**config.mk**
```make
export PLATFORM = sky130hd
export DESIGN_NAME = delay_slot_fetch_seq
export DESIGN_NICKNAME = d
export VERILOG_FILES = /design/src/rtl/fseq_pkg.sv /design/src/rtl/fseq_addr.sv /design/src/rtl/fseq_slot.sv /design/src/rtl/fseq_stall.sv /design/src/rtl/delay_slot_fetch_seq.sv
export SDC_FILE = /design/constraint.sdc
export NUM_CORES = 1
export LEC_CHECK = 0
export BUFFER_PORTS_ARGS = -buffer_cell sky130_fd_sc_hd__buf_2
export CORE_MARGIN = 2
export CORE_UTILIZATION = 64
export CTS_CLUSTER_DIAMETER = 40
export DETAILED_ROUTE_END_ITERATION = 12
export PLACE_DENSITY = 0.86
export SETUP_SLACK_MARGIN = 0.15
export SYNTH_ARGS = -nofsm -noshare
export SYNTH_HDL_FRONTEND = slang
export SYNTH_SLANG_ARGS = --single-unit
```
**constraint.sdc**
```tcl
create_clock -name clk -period 7.6 [get_ports clk]
set_input_delay 0.38 -clock clk [delete_from_list [all_inputs] [get_ports clk]]
set_output_delay 0.38 -clock clk [all_outputs]
set_load 0.005 [all_outputs]
```
**src/rtl/fseq_pkg.sv**
```systemverilog
// Package: shared constants of the delayed-branch fetch sequencer.
// Assumes fixed-size 4-byte instructions.
package fseq_pkg;
    localparam int unsigned STEP_BYTES = 4;
endpackage

```
**src/rtl/fseq_addr.sv**
```systemverilog
// Module: fseq_addr
// Computes the sequential fetch address and the branch target.
// Assumes ADDR_W > IMM_W; the offset is a signed byte offset, not scaled.
module fseq_addr #(
    parameter int unsigned ADDR_W = 32,
    parameter int unsigned IMM_W  = 16
) (
    input  logic [ADDR_W-1:0] fetch_pc_i,
    input  logic [ADDR_W-1:0] dec_pc_i,
    input  logic [IMM_W-1:0]  imm_i,
    output logic [ADDR_W-1:0] seq_pc_o,
    output logic [ADDR_W-1:0] target_o
);
    localparam int unsigned EXT_W = ADDR_W - IMM_W;
    localparam logic [ADDR_W-1:0] STEP = ADDR_W'(fseq_pkg::STEP_BYTES);

    logic [ADDR_W-1:0] imm_ext;

    // Widen the offset by copying its sign bit.
    always_comb imm_ext = {{EXT_W{imm_i[IMM_W-1]}}, imm_i};

    // Next sequential fetch and target relative to the branch's successor.
    always_comb begin
        seq_pc_o = fetch_pc_i + STEP;
        target_o = dec_pc_i + STEP + imm_ext;
    end
endmodule

```
**src/rtl/fseq_slot.sv**
```systemverilog
// Module: fseq_slot
// Tracks the instruction now in decode (its address, whether it is real,
// whether it is a delay slot) and decides whether a reported branch is acted on.
// Assumes br_valid_i refers to the fetch of the previous cycle.
module fseq_slot #(
    parameter int unsigned ADDR_W = 32
) (
    input  logic              clk,
    input  logic              rst_n,
    input  logic [ADDR_W-1:0] fetch_pc_i,
    input  logic              fetch_valid_i,
    input  logic              br_valid_i,
    output logic [ADDR_W-1:0] dec_pc_o,
    output logic              accept_o,
    output logic              slot_branch_o
);
    logic dec_valid_q;
    logic dec_slot_q;

    // Record what moves from fetch into decode each cycle.
    always_ff @(posedge clk) begin
        if (!rst_n) begin
            dec_pc_o    <= '0;
            dec_valid_q <= 1'b0;
            dec_slot_q  <= 1'b0;
        end else begin
            dec_pc_o    <= fetch_pc_i;
            dec_valid_q <= fetch_valid_i;
            dec_slot_q  <= accept_o;
        end
    end

    // A branch counts only on a real, non-slot decoded instruction.
    always_comb begin
        accept_o      = br_valid_i & dec_valid_q & ~dec_slot_q;
        slot_branch_o = br_valid_i & dec_valid_q &  dec_slot_q;
    end

    // a flagged slot branch always follows an accepted branch.
    assert_slot_after_accept_R8: assert property (@(posedge clk) disable iff (!rst_n)
        slot_branch_o |-> $past(accept_o));
endmodule

```
**src/rtl/fseq_stall.sv**
```systemverilog
// Module: fseq_stall
// Counts the bubble cycles inserted after a taken branch.
// Assumes load_i never arrives while the counter is busy.
module fseq_stall #(
    parameter int unsigned STALLS = 2
) (
    input  logic clk,
    input  logic rst_n,
    input  logic load_i,
    output logic busy_o
);
    localparam int unsigned CNT_W = (STALLS < 1) ? 1 : $clog2(STALLS + 1);
    localparam logic [CNT_W-1:0] LOAD_VAL = CNT_W'(STALLS);
    localparam logic [CNT_W-1:0] ONE      = CNT_W'(1);

    logic [CNT_W-1:0] cnt_q;

    // Load on a taken branch, then count down to zero.
    always_ff @(posedge clk) begin
        if (!rst_n)             cnt_q <= '0;
        else if (load_i)        cnt_q <= LOAD_VAL;
        else if (cnt_q != '0)   cnt_q <= cnt_q - ONE;
    end

    // Busy while bubbles remain.
    always_comb busy_o = (cnt_q != '0);

    assert_cnt_bound_R5: assert property (@(posedge clk) disable iff (!rst_n)
        cnt_q <= LOAD_VAL);
    assert_cnt_step_R5: assert property (@(posedge clk) disable iff (!rst_n)
        (busy_o && !load_i) |=> (cnt_q == $past(cnt_q) - ONE));
    assert_no_load_busy_R5: assert property (@(posedge clk) disable iff (!rst_n)
        busy_o |-> !load_i);
endmodule

```
**src/rtl/delay_slot_fetch_seq.sv**
```systemverilog
// Module: delay_slot_fetch_seq (top)
// Next-PC sequencer for a pipeline with one branch delay slot. The slot is
// always fetched; a taken branch (source register zero) adds STALLS bubbles
// before its target, a not-taken branch costs nothing. Branches in a delay
// slot are ignored and flagged.
// Assumes the decode stage reports branches one cycle after their fetch.
module delay_slot_fetch_seq #(
    parameter int unsigned      ADDR_W   = 32,
    parameter int unsigned      IMM_W    = 16,
    parameter int unsigned      STALLS   = 2,
    parameter logic [ADDR_W-1:0] RESET_PC = 32'h0000_1000
) (
    input  logic              clk,
    input  logic              rst_n,
    input  logic              br_valid_i,
    input  logic [IMM_W-1:0]  br_imm_i,
    input  logic              src_zero_i,
    output logic [ADDR_W-1:0] fetch_pc_o,
    output logic              fetch_valid_o,
    output logic              stall_o,
    output logic              slot_branch_o
);
    localparam logic [ADDR_W-1:0] STEP = ADDR_W'(fseq_pkg::STEP_BYTES);

    logic [ADDR_W-1:0] pc_q;
    logic [ADDR_W-1:0] seq_pc;
    logic [ADDR_W-1:0] target;
    logic [ADDR_W-1:0] dec_pc;
    logic              accept;
    logic              take;
    logic              busy;

    fseq_addr #(.ADDR_W(ADDR_W), .IMM_W(IMM_W)) u_addr (
        .fetch_pc_i (pc_q),
        .dec_pc_i   (dec_pc),
        .imm_i      (br_imm_i),
        .seq_pc_o   (seq_pc),
        .target_o   (target)
    );

    fseq_slot #(.ADDR_W(ADDR_W)) u_slot (
        .clk           (clk),
        .rst_n         (rst_n),
        .fetch_pc_i    (pc_q),
        .fetch_valid_i (fetch_valid_o),
        .br_valid_i    (br_valid_i),
        .dec_pc_o      (dec_pc),
        .accept_o      (accept),
        .slot_branch_o (slot_branch_o)
    );

    fseq_stall #(.STALLS(STALLS)) u_stall (
        .clk    (clk),
        .rst_n  (rst_n),
        .load_i (take),
        .busy_o (busy)
    );

    // Taken decision: accepted branch whose register reads zero.
    always_comb take = accept & src_zero_i;

    // Fetch address: jump to target, hold during bubbles, else step.
    always_ff @(posedge clk) begin
        if (!rst_n)     pc_q <= RESET_PC;
        else if (take)  pc_q <= target;
        else if (!busy) pc_q <= seq_pc;
    end

    // Drive the fetch outputs.
    always_comb begin
        fetch_pc_o    = pc_q;
        fetch_valid_o = ~busy;
        stall_o       = busy;
    end

    // the delay slot is a real fetch when a branch is acted on.
    assert_slot_fetched_R4: assert property (@(posedge clk) disable iff (!rst_n)
        accept |-> fetch_valid_o);
    // fall-through continues at the next word with no bubble.
    assert_fallthru_R6: assert property (@(posedge clk) disable iff (!rst_n)
        (accept && !src_zero_i) |=> (fetch_valid_o && fetch_pc_o == $past(fetch_pc_o) + STEP));

    generate
        if (STALLS > 0) begin : g_stall_chk
            // a taken branch is followed by a bubble.
            assert_taken_bubble_R5: assert property (@(posedge clk) disable iff (!rst_n)
                take |=> (stall_o && !fetch_valid_o));
        end else begin : g_nostall_chk
            // with no bubbles the target follows the slot directly.
            assert_taken_direct_R5: assert property (@(posedge clk) disable iff (!rst_n)
                take |=> fetch_valid_o);
        end
    endgenerate
endmodule

```
Yosys cells after proc, flatten, opt, wreduce, memory -nomap -nowiden
Cells that the tools add are included.
{"block": "word_totals", "ff_bits": 68, "elab_cells": 25}
{"block": "classes", "n_mux": 4, "addsub": 4, "reduce_logical": 3, "eq_ne": 1, "bitwise_logic": 7}
{"op": "32-bit by 3-bit adder with 32-bit output, second input constant", "count": 2}
{"op": "32-bit two-way mux", "count": 2}
{"op": "32-bit adder", "count": 1}
{"op": "1-bit AND", "count": 4}
{"op": "2-bit two-way mux", "count": 2}
{"op": "2-bit nonzero test", "count": 2}
{"op": "1-bit inverter", "count": 3}
{"op": "2-bit inequality test, second input constant", "count": 1}
{"op": "2-bit OR reduction", "count": 1}
{"op": "2-bit by 1-bit subtractor with 2-bit output, second input constant", "count": 1}

Longest topological paths before layout
{"block": "depth", "ltp_word": 4, "depth_mapped": 13}

Cells and area by module
Synthesis repeated with hierarchy kept, for this count alone.
{"block": "hier_totals", "cells_unflattened": 574, "hier_area_um2": 5290.1}
{"mod": "fseq_addr", "instances": 1, "area_per_inst_um2": 2585.0, "cells_each": 342}
{"mod": "delay_slot_fetch_seq", "instances": 1, "area_per_inst_um2": 1665.3, "cells_each": 153}
{"mod": "fseq_slot", "instances": 1, "area_per_inst_um2": 969.7, "cells_each": 73}
{"mod": "fseq_stall", "instances": 1, "area_per_inst_um2": 70.1, "cells_each": 6}

Worst setup path before layout
OpenSTA, ideal clock, no wires.
{"block": "synth_timing", "path_type": "input to register", "startpoint": "input port br_imm_i[1]", "endpoint": "register pc_q[27], in the netlist fetch_pc_o[27]", "cell_stages": 13, "arrival_time_ps": 2688, "n_path_buf": 0, "t_required_ps": 7482, "setup_slack_ps": 4795, "path_cell_list": "ha_1 -> ha_1 -> inv_1 -> fa_1 -> nor2b_1 -> o21a_1 -> o21a_1 -> o31ai_4 -> a21oi_2 -> o21ai_2 -> a211oi_1 -> or4_1 -> o2111a_1"}
{"block": "synth_between", "elab_chain_cells": 2}
{"element": "start: declaration", "line": "delay_slot_fetch_seq.sv:16", "text": "input logic [IMM_W-1:0] br_imm_i,"}
{"element": "32-bit adder", "line": "fseq_addr.sv:25", "text": "target_o = dec_pc_i + STEP + imm_ext;"}
{"element": "32-bit two-way mux", "line": "delay_slot_fetch_seq.sv:65", "text": "else if (take) pc_q <= target;"}
{"element": "end signal: assignment", "line": "delay_slot_fetch_seq.sv:65"}
{"element": "end signal: assignment", "line": "delay_slot_fetch_seq.sv:66", "text": "else if (!busy) pc_q <= seq_pc;"}
{"element": "end: declaration", "line": "delay_slot_fetch_seq.sv:25", "text": "logic [ADDR_W-1:0] pc_q;"}
Every way passes these cells.
A chain may end at the register's enable or synchronous reset.

Final worst setup path
{"block": "layout_timing", "startpoint": "register u_slot.dec_pc_o[2]", "endpoint": "register pc_q[26], in the netlist fetch_pc_o[26]"}
{"block": "layout_between", "elab_chain_cells": 3}
{"element": "start: declaration", "line": "fseq_slot.sv:13", "text": "output logic [ADDR_W-1:0] dec_pc_o,"}
{"element": "start signal: assignment", "line": "fseq_slot.sv:27", "text": "dec_pc_o <= fetch_pc_i;"}
{"element": "32-bit by 3-bit adder with 32-bit output", "line": "fseq_addr.sv:25"}
{"element": "32-bit adder", "line": "fseq_addr.sv:25"}
{"element": "32-bit two-way mux", "line": "delay_slot_fetch_seq.sv:65"}
Every way passes these cells.

==> results.toml <==
[cells_and_area]
nNetsFinal = 668
fillCellCount = 559
drive_gt1_share_pct = 14.9
n_antenna_cell = 0
design_area_sq_um = 5230
syn_to_final_growth_pct = 12.9

[global_route]
grt_start_max_net_pins = 44
grtUsageMet1_pct = 37.1
globalRouteOverflowTotal = 0
grtUsageMet2_pct = 50.4
grt_usage_pct = 29.5
antenna_found_initial = 0
gr-usage-met3_pct = 5.54
grt_pass1_wl_mm = 18.2
grt_pass1_vias = 3883
top_usage_layer = "met2"

[synth]
ys_types = 60
syn-cell-area_sq_um = 4630
synth_seq_cells = 68
seq_area_frac_synth_pct = 29.4
syn_inst = 534
async_flop_share_pct = 0
yosys_most_used_dff = "dfxtp_1"
syn_area_per_cell_sq_um = 8.67
yosysWarnings = 0
synthesis.nets = 617
synth_edf_count = 0

[timing]
tightest_slew_ps = 917
setup_ws_ps = 4580
clock.fmax_ghz = 0.331
whs_ps = 320
rsz0062_at_grt = "no"
slew_violations = 0
finalCriticalPeriod_ps = 3020
clock_skew_ps = 13.9
fin_crit_sh_pct = 39.7
relSlewSlack_pct = 38.8
finalSetupTns_ps = 0
setup_viol_count_final = 0
hold_violations = 0

[floorplanning]
initial_core_util_pct = 64.9
num_rows = 31
dieArea_sq_um = 7930
coreArea_sq_um = 7140
die_h_um = 89.1
die_w_um = 89.1
io_pins = 55

[outcome]
status = "completed"

[cts]
cts-resized-gates = 0
cts_setup_buffers = 0
clk_pin_slew_ps = 90
clock-sinks = 68
clockBufferDepth = 2
worstSkewPairLatency_ps = 360
ctsHoldBuffers = 0
numCtsBuffers = 9
clock-root-buffer = "clkbuf_8"
htreeDepth = 3
cts_tree = "done"

[place]
place_hpwl_mm = 8.05
placed_area_sq_um = 4980
pre_cts_slack_ps = 4370
port_buffers = 54
place.gp.congestion = 0.911

[job]
maxCapViolations = 0

[power_and_ir_drop]
peakVddDrop_uv = 119
leakage_nw = 2.44
p_per_area_nw_per_um2 = 177

[detailed_routing]
ant_nets = 0
route.vias.total = 4249
avgRoutedWirePerCell_um = 16.4
drc = 0
drt_wl_total_mm = 11.3
dr.pass1.iters = 5
routed_via_density = 6.17
first_iter_violations = 258

[setup_path]
crit_slowest_cell = "o32ai_1"
max_stage_delay_ps = 360
worstPathRequired_ps = 7840
cp_max_fo = 4
crit_chain = "inv_1 > ha_1 > inv_1 > ha_1 > a211oi_1 > o21bai_1 > and4_4 > o21ai_1 > nand3_1 > o21ai_1 > a21boi_1 > o21a_1 > o32ai_1"
worstSetupPathType = "reg -> reg"
arrival_ps = 3250
critPathCaptureType = "flop"
setup.worst_path.start_class = "flop"

[worst_hold_path]
min_path_type = "in -> reg"
-- synthesized netlist by cell type (2+ instances only) --
library cell   n  area (sq um)
o21ai_1       13          65.1
nor3b_1        2          15.0
nand2b_1       3          18.8
nor2b_1        3          18.8
nor3_1        12          60.1
a31oi_1        6          37.5
o32ai_1        4          35.0
nor2_1        36           135
or2_1          2          12.5
ha_1          62           776
a21boi_1       5          37.5
o31a_1         2          17.5
a311oi_1       2          17.5
a211oi_1      18           135
nand4_1       10          62.6
or2_2          2          12.5
xnor2_1       24           210
dfxtp_1       68          1360
a21oi_1       31           155
o21ai_0       13          65.1
inv_1         18          67.6
nand2_1       35           131
and4_1         4          35.0
or3_1          4          25.0
xor2_1        16           140
a21o_1        15           113
nand3_1       21           105
o21bai_1       2          15.0
o211a_1        2          20.0
o21a_1        10          75.1
clkbuf_1      16          60.1
o21ai_2        2          17.5
nand3b_1       3          22.5
and3_1         9          56.3
and2_1        34           213
-- flip-flops by register name, indices dropped and copies added (netlist names) --
register	count
u_slot.dec_valid_q	1
u_slot.dec_slot_q	1
u_slot.dec_pc_o	32
u_stall.cnt_q	2
fetch_pc_o	32
-- final cells by class --
| type | instances | area [sq um] | share of cell area (%) |
|---|---|---|---|
| sequential | 68 | 1360 | 26.0 |
| clock buffer | 10 | 138 | 2.63 |
| multi-input combinational | 432 | 3140 | 60.1 |
| inverter | 18 | 67.6 | 1.29 |
| timing repair buffer | 56 | 285 | 5.45 |
| tap | 99 | 124 | 2.37 |
| clock inverter | 6 | 111 | 2.13 |
-- path summary, 6_finish.rpt --
path | slack (ps) | depth (start not counted) | start | end
min | 320 | 3 | br_valid_i | u_slot.dec_slot_q$_SDFF_PN0_
max | 4580 | 13 | u_slot.dec_pc_o[2]$_SDFF_PN0_ | fetch_pc_o[26]$_SDFFE_PN0P_
min reg2reg | 450 | 1 | u_slot.dec_slot_q$_SDFF_PN0_ | u_slot.dec_slot_q$_SDFF_PN0_
max reg2reg | 4580 | 13 | u_slot.dec_pc_o[2]$_SDFF_PN0_ | fetch_pc_o[26]$_SDFFE_PN0P_
-- cell usage in the layout (no fill, tap or decap), types with 18 or more instances in the layout --
master    netlist  layout
dfxtp_1        68      68
ha_1           62      62
buf_2           0      54
nor2_1         36      36
nand2_1        35      35
and2_1         34      34
a21oi_1        31      31
xnor2_1        24      24
nand3_1        21      21
inv_1          18      18
a211oi_1       18      18
-- power breakdown --
group / internal (W) / leakage [nW] / switching, W
logic: 0.0000679 / 1.76 / 0.0000895
clock network: 0.000227 / 0.122 / 0.000150
registers: 0.000373 / 0.554 / 0.0000162
total: 0.000668 / 2.44 / 0.000256
-- routing by layer --
metal  vias up  routed length (um)  part of all wire [%]
met4         0                 278                   2.5
met1      1989                4860                    43
met5         -                   0                     0
li1       2045                   -                     -
met2       183                5390                    48
met3        32                 794                   7.0
-- critical path, delay by kind of cell (launching register included) --
| family | cells | cell delay [ps] |
|---|---|---|
| adder cells (fa/ha/maj) | 2 | 620 |
| AO/OA/AOI/OAI | 7 | 1510 |
| AND/OR/NAND/NOR | 2 | 360 |
| flip-flops | 1 | 320 |
| buffers and inverters | 2 | 100 |
-- per-stage QoR --
step                      utilization [%]  std cells  total power (W)
after global routing                 73.3        689         0.000959
after CTS                            73.3        689         0.000923
after detailed placement             69.8        673         0.000550
final                                73.3        689         0.000924
after floorplan                         -        534         0.000504
after global placement               69.8        673         0.000543
-- logic make-up after synthesis --
group                    Yosys count  synth area share, %
buffers and inverters             34                 2.76
AND/OR/NAND/NOR                  191                 22.7
flip-flops                        68                 29.4
AO/OA/AOI/OAI                    137                 20.1
XOR/XNOR                          40                 7.56
multiplexers                       1                0.243
adder cells (fa/ha/maj)           63                 17.2
No activity file was read; power rests on OpenSTA's default activity.
